$ cat src/rtl/rlp_pkg.sv
package rlp_pkg;
  typedef enum logic [1:0] {
    ST_IDLE = 2'd0,
    ST_DATA = 2'd1,
    ST_CNT  = 2'd2
  } rlp_state_e;
endpackage

$ cat src/rtl/rlp_compact.sv
module rlp_compact #(
  parameter int GROUPS = 4,
  parameter int GW     = 8
) (
  input  logic [GROUPS*GW-1:0]          raw,
  input  logic [GROUPS-1:0]             grp_off,
  input  logic                          rle_en,
  output logic [GROUPS*GW-1:0]          word,
  output logic [$clog2(GROUPS+1)-1:0]   nbytes,
  output logic [GROUPS*GW-1:0]          flag,
  output logic [GROUPS*GW-1:0]          cmax
);
  localparam int DW = GROUPS*GW;
  localparam int NW = $clog2(GROUPS+1);

  logic [DW-1:0] packed_w;
  logic [NW-1:0] n_c;

  // squeeze enabled groups down to the low end, lowest group first
  always_comb begin
    packed_w = '0;
    n_c      = '0;
    for (int g = 0; g < GROUPS; g++) begin
      if (!grp_off[g]) begin
        packed_w[n_c*GW +: GW] = raw[g*GW +: GW];
        n_c = n_c + NW'(1);
      end
    end
  end

  always_comb begin
    if (n_c == '0) flag = '0;
    else           flag = DW'(1) << (n_c*GW - 1);
  end

  assign nbytes = n_c;
  assign cmax   = flag - DW'(1);
  assign word   = rle_en ? (packed_w & ~flag) : packed_w;
endmodule

$ cat src/rtl/rlp_serial.sv
module rlp_serial #(
  parameter int GROUPS = 4,
  parameter int GW     = 8
) (
  input  logic                        clk,
  input  logic                        rst_n,
  input  logic                        ld,
  input  logic [GROUPS*GW-1:0]        ld_word,
  input  logic [$clog2(GROUPS+1)-1:0] nbytes,
  output logic                        m_valid,
  input  logic                        m_ready,
  output logic [GW-1:0]               m_data,
  output logic                        fin
);
  localparam int DW = GROUPS*GW;
  localparam int NW = $clog2(GROUPS+1);

  logic          act_q, act_d;
  logic [NW-1:0] idx_q, idx_d;
  logic [DW-1:0] word_q;
  logic          last_byte;

  assign last_byte = (idx_q + NW'(1)) == nbytes;
  assign fin       = act_q & m_ready & last_byte;
  assign m_valid   = act_q;
  assign m_data    = word_q[idx_q*GW +: GW];

  always_comb begin
    act_d = act_q;
    idx_d = idx_q;
    if (act_q && m_ready) begin
      if (last_byte) act_d = 1'b0;
      else           idx_d = idx_q + NW'(1);
    end
    if (ld) begin
      act_d = 1'b1;
      idx_d = '0;
    end
  end

  always_ff @(posedge clk or negedge rst_n) begin
    if (!rst_n) begin
      act_q <= 1'b0;
      idx_q <= '0;
    end else begin
      act_q <= act_d;
      idx_q <= idx_d;
    end
  end

  always_ff @(posedge clk or negedge rst_n) begin
    if (!rst_n)  word_q <= '0;
    else if (ld) word_q <= ld_word;
  end

  AST_HOLD_BYTE: assert property (@(posedge clk) disable iff (!rst_n)
    (m_valid && !m_ready) |=> (m_valid && $stable(m_data)));
  AST_LOAD_FREE: assert property (@(posedge clk) disable iff (!rst_n)
    ld |-> (!act_q || fin));
endmodule

$ cat src/rtl/rl_sample_packer.sv
module rl_sample_packer #(
  parameter int GROUPS = 4,
  parameter int GW     = 8
) (
  input  logic                 clk,
  input  logic                 rst_n,
  input  logic                 s_valid,
  output logic                 s_ready,
  input  logic [GROUPS*GW-1:0] s_data,
  input  logic                 s_last,
  input  logic [GROUPS-1:0]    grp_off,
  input  logic                 rle_en,
  output logic                 m_valid,
  input  logic                 m_ready,
  output logic [GW-1:0]        m_data
);
  import rlp_pkg::*;
  localparam int DW = GROUPS*GW;
  localparam int NW = $clog2(GROUPS+1);

  // reset: asserted asynchronously, released on the clock
  logic rst_s1, rst_q;
  always_ff @(posedge clk or negedge rst_n) begin
    if (!rst_n) begin
      rst_s1 <= 1'b0;
      rst_q  <= 1'b0;
    end else begin
      rst_s1 <= 1'b1;
      rst_q  <= rst_s1;
    end
  end

  logic [DW-1:0] cw, flag, cmax;
  logic [NW-1:0] nbytes;

  rlp_compact #(.GROUPS(GROUPS), .GW(GW)) u_cmp (
    .raw(s_data), .grp_off(grp_off), .rle_en(rle_en),
    .word(cw), .nbytes(nbytes), .flag(flag), .cmax(cmax)
  );

  rlp_state_e    st_q, st_d;
  logic [DW-1:0] held_q, held_d, nxt_q, nxt_d, cnt_q, cnt_d;
  logic          have_q, have_d, swap_q, swap_d, end_q, end_d;
  logic          ld, done, fin, fl;
  logic [DW-1:0] ldw;

  assign s_ready = (st_q == ST_IDLE);
  assign fl      = s_last | ~rle_en;

  always_comb begin
    st_d = st_q;  held_d = held_q; nxt_d = nxt_q; cnt_d = cnt_q;
    have_d = have_q; swap_d = swap_q; end_d = end_q;
    ld = 1'b0; ldw = '0; done = 1'b0;
    unique case (st_q)
      ST_IDLE: if (s_valid) begin
        if (nbytes == '0) begin
          have_d = 1'b0;
        end else if (!have_q) begin
          held_d = cw; cnt_d = '0; have_d = 1'b1;
          if (fl) begin ld = 1'b1; ldw = cw; st_d = ST_DATA; end_d = 1'b1; end
        end else if (cw == held_q && cnt_q < cmax) begin
          cnt_d = cnt_q + DW'(1);
          if (fl) begin ld = 1'b1; ldw = held_q; st_d = ST_DATA; end_d = 1'b1; end
        end else begin
          nxt_d = cw; swap_d = 1'b1; end_d = fl;
          ld = 1'b1; ldw = held_q; st_d = ST_DATA;
        end
      end
      ST_DATA: if (fin) begin
        if (cnt_q != '0) begin ld = 1'b1; ldw = cnt_q | flag; st_d = ST_CNT; end
        else done = 1'b1;
      end
      ST_CNT: if (fin) done = 1'b1;
      default: st_d = ST_IDLE;
    endcase
    if (done) begin
      if (swap_q) begin
        held_d = nxt_q; cnt_d = '0; swap_d = 1'b0; have_d = 1'b1;
        if (end_q) begin ld = 1'b1; ldw = nxt_q; st_d = ST_DATA; end
        else st_d = ST_IDLE;
      end else begin
        have_d = 1'b0; end_d = 1'b0; st_d = ST_IDLE;
      end
    end
  end

  always_ff @(posedge clk or negedge rst_q) begin
    if (!rst_q) begin
      st_q <= ST_IDLE; held_q <= '0; nxt_q <= '0; cnt_q <= '0;
      have_q <= 1'b0; swap_q <= 1'b0; end_q <= 1'b0;
    end else begin
      st_q <= st_d; held_q <= held_d; nxt_q <= nxt_d; cnt_q <= cnt_d;
      have_q <= have_d; swap_q <= swap_d; end_q <= end_d;
    end
  end

  rlp_serial #(.GROUPS(GROUPS), .GW(GW)) u_ser (
    .clk(clk), .rst_n(rst_q), .ld(ld), .ld_word(ldw), .nbytes(nbytes),
    .m_valid(m_valid), .m_ready(m_ready), .m_data(m_data), .fin(fin)
  );

  AST_READY_QUIET: assert property (@(posedge clk) disable iff (!rst_q)
    s_ready |-> !m_valid);
  AST_CNT_LIMIT: assert property (@(posedge clk) disable iff (!rst_q)
    have_q |-> (cnt_q <= cmax));
  AST_DATA_TOP_CLEAR: assert property (@(posedge clk) disable iff (!rst_q)
    (ld && st_d == ST_DATA && rle_en) |-> ((ldw & flag) == '0));
  AST_EMPTY_SILENT: assert property (@(posedge clk) disable iff (!rst_q)
    (nbytes == '0) |-> !m_valid);
endmodule

$ cat config.mk
export PLATFORM = sky130hd
export DESIGN_NAME = rl_sample_packer
export DESIGN_NICKNAME = d
export VERILOG_FILES = /design/src/rtl/rlp_pkg.sv /design/src/rtl/rlp_compact.sv /design/src/rtl/rlp_serial.sv /design/src/rtl/rl_sample_packer.sv
export SDC_FILE = /design/constraint.sdc
export NUM_CORES = 1
export LEC_CHECK = 0
export BUFFER_PORTS_ARGS = -buffer_cell sky130_fd_sc_hd__buf_2
export CAP_MARGIN = 20
export CORE_MARGIN = 3
export CORE_UTILIZATION = 57
export DETAILED_ROUTE_END_ITERATION = 7
export PLACE_DENSITY = 0.8
export SLEW_MARGIN = 20
export SYNTH_ARGS = -nofsm -noshare
export SYNTH_HDL_FRONTEND = slang
export SYNTH_HIERARCHICAL = 1
export SYNTH_SLANG_ARGS = --single-unit
$ cat constraint.sdc
create_clock -name clk -period 4.7 [get_ports clk]
set_clock_uncertainty 0.2 [all_clocks]
set_input_delay 0.94 -clock clk [delete_from_list [all_inputs] [get_ports clk]]
set_output_delay 0.94 -clock clk [all_outputs]
set_load 0.01 [all_outputs]
# Word level (Yosys, flattened, before mapping)
# Index checks and enable logic that the tools add are counted.
[totals]
elab_cells = 154
output_inout_bits = 10
input_bits = 42
reg_bits = 139
[classes]
n_lt_le_gt_ge = 1
n_eq_ne = 10
muxes = 90
bitwise_logic = 9
n_reduce_logical = 14
shift = 8
add_sub_neg = 10
[op_table]
columns = ["op", "count"]
rows = [
  ["2-to-1 mux 32 bit", 29],
  ["variable shift 8 x 34 -> 32 bit (first input constant)", 3],
  ["variable part select 8 x 34 -> 32 bit", 3],
  ["bitwise mux 32 bit", 3],
  ["negation 6 -> 34 bit", 2],
  ["one-hot mux 32 bit (2 select lines)", 1],
  ["2-to-1 mux 1 bit", 38],
  ["negation 4 -> 34 bit", 1],
  ["adder 32 x 1 -> 32 bit (second input constant)", 1],
  ["bitwise AND 32 bit", 1],
  ["== test 32 bit", 1],
  ["less-than comparator 32 bit", 1],
  ["NOT 32 bit", 1],
  ["bitwise OR 32 bit", 1],
  ["nonzero test 32 bit", 1],
  ["variable part select 32 x 7 -> 8 bit", 1],
  ["<< shifter 1 x 32 -> 32 bit (first input constant)", 1],
  ["subtractor 32 x 1 -> 32 bit (second input constant)", 1],
  ["2-to-1 mux 2 bit", 9],
  ["2-to-1 mux 3 bit", 6],
  ["AND reduction 5 bit", 2],
  ["adder 3 x 1 -> 3 bit (second input constant)", 3],
  ["inequality test 3 bit (second input constant)", 3],
  ["2-to-1 mux 8 bit", 1],
  ["17 further kinds", 28],
]

# Logic depth before layout (Yosys ltp)
[logic_depth]
word_depth = 25
mapped_depth = 31
ltp_nobuf = 27

# Modules after synthesis
# The synthesis kept the hierarchy.
[by_module_without_submodules]
columns = ["mod", "n_inst", "area_each_um2", "seq_area_each_um2", "cells_each"]
rows = [
  ["rl_sample_packer", 1, 7048.0, 2577.5, 769],
  ["rlp_serial", 1, 1731.7, 900.9, 113],
  ["rlp_compact", 1, 1495.2, 0.0, 208],
]

# Least setup slack after synthesis
# No wires, ideal clock.
[synth_path]
path_kind = "input -> register"
from = "input grp_off[0]"
to = "register u_ser.word_q[0]"
path_buffers = 4
slack_ns = -2.661
required_ns = 4.372
stages = 28
arrival_time_ns = 7.033
setup_time_ns = 0.128
cell_sequence = "clkinv_1 fa_1 inv_1 ha_1 nor2_1 a31o_2 ha_1 ha_1 nor2b_1 nand2_1 a211oi_2 inv_1 ha_1 xnor2_1 inv_1 ha_1 a21oi_1 o21ai_0 a2111oi_0 nand4_1 or2_1 buf_6 and3_4 buf_6 or4b_1 buf_2 buf_2 mux2_1"
[synth_via]
elab_cells_between_ends = 60
classes_between = "add/sub (8); order compare (1); eq/ne (2); shift (7); mux (36); bitwise (4); reduce/logical (2)"
[synth_rtl]
columns = ["element", "line_no", "source"]
rows = [
  ["from (decl)", "rl_sample_packer.sv:11", "input logic [GROUPS-1:0] grp_off,"],
  ["2-to-1 mux 1 bit (*)", "rlp_compact.sv:24", "if (!grp_off[g]) begin"],
  ["adder 1 x 1 -> 2 bit", "rlp_compact.sv:26", "n_c = n_c + NW'(1);"],
  ["2-to-1 mux 3 bit (*)", "rlp_compact.sv:24", ""],
  ["adder 3 x 1 -> 3 bit", "rlp_compact.sv:26", ""],
  ["2-to-1 mux 3 bit (*)", "rlp_compact.sv:24", ""],
  ["adder 3 x 1 -> 3 bit", "rlp_compact.sv:26", ""],
  ["2-to-1 mux 3 bit (*)", "rlp_compact.sv:24", ""],
  ["subtractor 6 x 1 -> 7 bit", "rlp_compact.sv:33", "else flag = DW'(1) << (n_c*GW - 1);"],
  ["(+2 left out)", "-", ""],
  ["named net flag[15]", "rl_sample_packer.sv:33", "logic [DW-1:0] cw, flag, cmax;"],
  ["(+1 left out)", "-", ""],
  ["named net cmax[16]", "rl_sample_packer.sv:33", ""],
  ["(+3 left out)", "-", ""],
  ["2-to-1 mux 1 bit (*)", "rl_sample_packer.sv:58", "end else if (!have_q) begin"],
  ["2-to-1 mux 1 bit (*)", "rl_sample_packer.sv:56", "if (nbytes == '0) begin"],
  ["2-to-1 mux 1 bit (*)", "rl_sample_packer.sv:55", "ST_IDLE: if (s_valid) begin"],
  ["one-hot mux 1 bit (2 select lines) (*)", "rl_sample_packer.sv:54", "unique case (st_q)"],
  ["2-to-1 mux 1 bit", "rl_sample_packer.sv:79", "if (end_q) begin ld = 1'b1; ldw = nxt_q; st_d = ST_DATA; end"],
  ["2-to-1 mux 1 bit", "rl_sample_packer.sv:77", "if (swap_q) begin"],
  ["2-to-1 mux 1 bit (*)", "rl_sample_packer.sv:76", "if (done) begin"],
  ["named net ld", "rl_sample_packer.sv:44", "logic ld, done, fin, fl;"],
  ["to (signal assigned)", "rlp_serial.sv:53", "else if (ld) word_q <= ld_word;"],
  ["to (decl)", "rlp_serial.sv:20", "logic [DW-1:0] word_q;"],
]
# Mark *: on every way through the listed nets, which the timed path passes. The rest lies on a longest branch.
# A chain may end at the register's enable or synchronous reset.

# Worst setup path after layout
[layout_path]
from = "input grp_off[2]"
to = "register u_ser.word_q[28]"
[layout_via]
elab_chain_len = 19
elab_cells_between_ends = 46
classes_between = "add/sub (4); order compare (1); eq/ne (2); shift (3); mux (30); bitwise (4); reduce/logical (2)"
[layout_lines]
columns = ["element", "line_no", "source"]
rows = [
  ["2-to-1 mux 3 bit", "rlp_compact.sv:24", ""],
  ["adder 3 x 1 -> 3 bit", "rlp_compact.sv:26", ""],
  ["2-to-1 mux 3 bit", "rlp_compact.sv:24", ""],
  ["subtractor 6 x 1 -> 7 bit", "rlp_compact.sv:33", ""],
  ["<< shifter 1 x 32 -> 32 bit", "rlp_compact.sv:33", ""],
  ["2-to-1 mux 32 bit", "rlp_compact.sv:32", "if (n_c == '0) flag = '0;"],
  ["NOT 32 bit", "rlp_compact.sv:38", "assign word = rle_en ? (packed_w & ~flag) : packed_w;"],
  ["bitwise AND 32 bit", "rlp_compact.sv:38", ""],
  ["(+1 left out)", "-", ""],
  ["named net cw[7]", "rl_sample_packer.sv:33", ""],
  ["(+3 left out)", "-", ""],
  ["2-to-1 mux 1 bit (*)", "rl_sample_packer.sv:58", ""],
  ["2-to-1 mux 1 bit (*)", "rl_sample_packer.sv:56", ""],
  ["2-to-1 mux 1 bit (*)", "rl_sample_packer.sv:55", ""],
  ["one-hot mux 1 bit (2 select lines) (*)", "rl_sample_packer.sv:54", ""],
  ["2-to-1 mux 1 bit", "rl_sample_packer.sv:79", ""],
  ["2-to-1 mux 1 bit", "rl_sample_packer.sv:77", ""],
  ["2-to-1 mux 1 bit (*)", "rl_sample_packer.sv:76", ""],
  ["named net ld", "rl_sample_packer.sv:44", ""],
]
# Marks and branches as above.

==> results by group <==
Route
  • Vias per cell: about 6.8
  • WL/cell: around 25 µm
  • Initial DRC Count: 1648
  • Vias: 10100
  • TritonRoute pass-1 iters: 6
  • DRC Markers: 0
  • Total wire length: approximately 37 mm
  • Detail Route Antenna Nets: 0

Synthesis
  • Register area share after synthesis: 0.339
  • XOR/XNOR share of the synthesized area: 0.0513
  • Unique masters post-synth: 83
  • Number of flops mapped to enable cells by yosys: 0
  • Syn_area_per_cell: ~9.4 µm²
  • Mux contribution to synthesized area: 0.142
  • Largest family of logic cells by synthesized area: compound AO/OA/AOI/OAI gates
  • Post-synth top flop: dfrtp_1
  • Ys Warns: 6
  • Synth Area in Adders: 0.0616
  • Post-Syn Area: about 10000 µm²
  • Seq cells post-synth: roughly 140
  • Ys async rst share: 1.00
  • Compound-Gate Fraction of Synth Area: 0.157
  • Post-Synth Simple-Gate Area: 0.156
  • Cells after synthesis: ~1100

Status
  • Failing checks: setup timing
  • Outcome: finished, violations left

Floorplan
  • Core ar.: around 17000 µm²
  • IO Pins: between 50 and 60
  • Starting Density: 0.588
  • Die height: around 140 µm
  • Die area: 19700 µm²
  • Width of the die: between 100 and 150 µm
  • Site row count: 48

Timing
  • Least-Margin Pin Slew: about 1 ns
  • Final setup margin: -1.63 ns
  • Fin. Hold Viols: 0
  • Final period util: 1.35
  • Unrepaired setup endpoints after global routing: yes
  • Post-route minimum period: between 6 and 7 ns
  • Max frequency: roughly 0.16 GHz
  • Max-slew violations: 0
  • Final setup viols: 103
  • Slew headroom: 0.324

Final layout
  • Commonest non-fill, non-tap cells in the layout: 138 x dfrtp_1, 136 x buf_4, 84 x nor2_1
  • Ratio of cells with drive above 1 in the final layout: 0.322
  • Nets: around 1300
  • ANT cells: 0
  • Area grow syn2layout: 29.6%
  • Post-route cell area: 13300 µm²
  • Leading cell type in the layout, fill and taps excluded: dfrtp_1

Worst setup path
  • Req. time, crit path: around 4.8 ns
  • CP endpoint kind: flip-flop
  • R2R Setup Slk: 0.88 ns
  • Worst setup startpoint: grp_off[2]
  • Startpoint Class: input pin
  • Critical path class: input pin to flip-flop
  • Arr. time, crit path: around 6.5 ns
  • Max Fanout on Critical Path: 5
  • R2R cell count: 11
  • Reg2Reg Capture Point: u_ser/word_q[28]
  • R2r startpoint: held_q[7]
  • Worst Setup EP: u_ser/word_q[28]

Placement
  • GP Congestion: 0.919
  • Area post-placement: between 10000 and 15000 µm²
  • DP HPWL: approximately 22 mm
  • Dpl ws: -1.75 ns
  • Number of port buffers: 51

CTS
  • CTS tree: done
  • Post-CTS Hold Fix Bufs: 0
  • Clock latency on the worst-skew pair: between 0.4 and 0.5 ns
  • H-tree Lvls: 4
  • Clock sinks: ~140
  • Clock transition at path regs: 0.07 ns
  • Clk buf depth: 2
  • Clock root cell: clkbuf_16
  • CTS Buf Count: 17

Hold path
  • HP Class: input pin to asynchronous set/reset pin

Power and ir drop
  • Power per cell area: about 250 nW/µm²
  • Sw power: slightly below 1 mW
  • Combinational group share of total power: 0.211
  • Lkg Pwr: approximately 6.3 nW
  • Sequential share of power: 0.367
  • Worst VDD drop: roughly 0.3 mV
  • Clk pwr share: 0.422
  • Switch share: 0.299
  • Power Internal: between 2 and 2.5 mW

GRT
  • First-pass GRT wire length: just over 50 mm
  • Gr usage total: 0.328
  • Vias in the first global route: 9390
  • Initial antenna violation count: 1
  • Gr ovfl total: 0
  • Largest net degree at the start of global routing: 74

Flow run
  • Max-Cap Viols: 0
-- registers in the layout, summed over array words and instances, names as in the netlist --
register and flops:
cnt_q 32, end_q 1, have_q 1, held_q 32, nxt_q 32, rst_q 1, rst_s1 1, st_q 2
swap_q 1, u_ser/idx_q 3, u_ser/m_valid 1, u_ser/word_q 32
-- worst min path at each step --
stage / endpoint / cells after the start / slack [ns]
global route: rst_q / 1 / 0.07
CTS: rst_q / 1 / 0.07
floorplan: rst_q / 0 / 0.13
finish: rst_q / 1 / 0.07
global placement: rst_q / 0 / 0.14
detailed placement: rst_q / 0 / 0.14
-- critical path: stages --
cell and delay, ns:
buf_12 0.09, inv_12 0.03, fa_2 0.58, inv_2 0.06, ha_4 0.28, nor2_4 0.04, a31o_4 0.21, ha_4 0.16
ha_4 0.23, nor2b_4 0.13, buf_4 0.14, buf_4 0.13, a32oi_1 0.21, o21a_1 0.27, xnor2_1 0.27, nand4_1 0.28
nor4_1 0.38, buf_4 0.18, nand4_1 0.13, or2_4 0.28, and3_4 0.19, or4b_4 0.58, buf_4 0.18, buf_16 0.13
mux2_1 0.34
-- cell type report --
| type | instances | area, µm² |
|---|---|---|
| tap | 225 | 282 |
| multi-input combinational | 810 | 6630 |
| fill | 962 | 4160 |
| inverter | 63 | 262 |
| timing repair buffer | 226 | 2080 |
| sequential | 139 | 3480 |
| clock inverter | 14 | 159 |
| clock buffer | 18 | 429 |
-- logic make-up after synthesis --
family	Yosys count
simple gates	314
compound gates	231
buf+inv	174
flops	139
mux	124
xor+xnor	55
fa+ha+maj	50
other cells	3
-- synthesized netlist by cell type, types with 11 or more instances --
cell / n / area [µm²]
nand2_1: 78 / 293
nor2_1: 87 / 327
buf_2: 11 / 55.1
a21oi_1: 81 / 405
o2bb2ai_1: 12 / 105
nor4_1: 16 / 100
nand3_1: 19 / 95.1
xnor2_1: 49 / 429
mux2_1: 38 / 428
nand4_1: 20 / 125
nor2b_1: 13 / 81.3
o21ai_0: 33 / 165
mux2i_1: 50 / 500
nor3_1: 16 / 80.1
buf_4: 55 / 413
a22oi_1: 17 / 128
inv_1: 62 / 233
a221o_1: 31 / 310
mux2_2: 20 / 225
clkbuf_1: 29 / 109
ha_1: 49 / 613
dfrtp_1: 139 / 3480
-- power groups by stage --
| stage | Clock (mW) | Combinational [mW] | Sequential [mW] |
|---|---|---|---|
| 3_5_place_dp | 0 | 0.588 | 1.23 |
| 6_report | 1.39 | 0.694 | 1.21 |
| 2_1_floorplan | 0 | 0.408 | 1.24 |
| 4_1_cts | 1.38 | 0.624 | 1.21 |
| 5_1_grt | 1.43 | 0.737 | 1.21 |
| 3_3_place_gp | 0 | 0.569 | 1.23 |
-- timing repair --
| item | 4_1_cts | 5_1_grt |
|---|---|---|
| resized for setup | 41 | 68 |
| buffers inserted | 14 | 18 |
| cloned | 5 | 7 |
| endpoints found under the setup margin | 103 | 103 |
| pin swaps | 8 | 22 |
-- through the flow --
step	power [mW]	hold slack, ns	utilization	setup TNS, ns	cells
finish	3.29	0.0655	0.762	-125.41	1495
floorplan	1.64	0.131	-	-130.95	1123
global route	3.38	0.0655	0.762	-133.20	1495
global placement	1.80	0.139	0.666	-145.33	1421
CTS	3.21	0.0661	0.725	-96.27	1470
detailed placement	1.82	0.136	0.666	-154.85	1421
-- metal layers --
metal  wire [µm]  part of all wire  global-route usage  vias up
met2       16000              0.43               0.510      911
li1            -                 -                   -     4176
met5          13           0.00035                   0        -
met3        4830              0.13              0.0768      264
met1       13600              0.37               0.441     4757
met4        2670             0.072               0.140        2
Power figures use the tool's default switching activity.
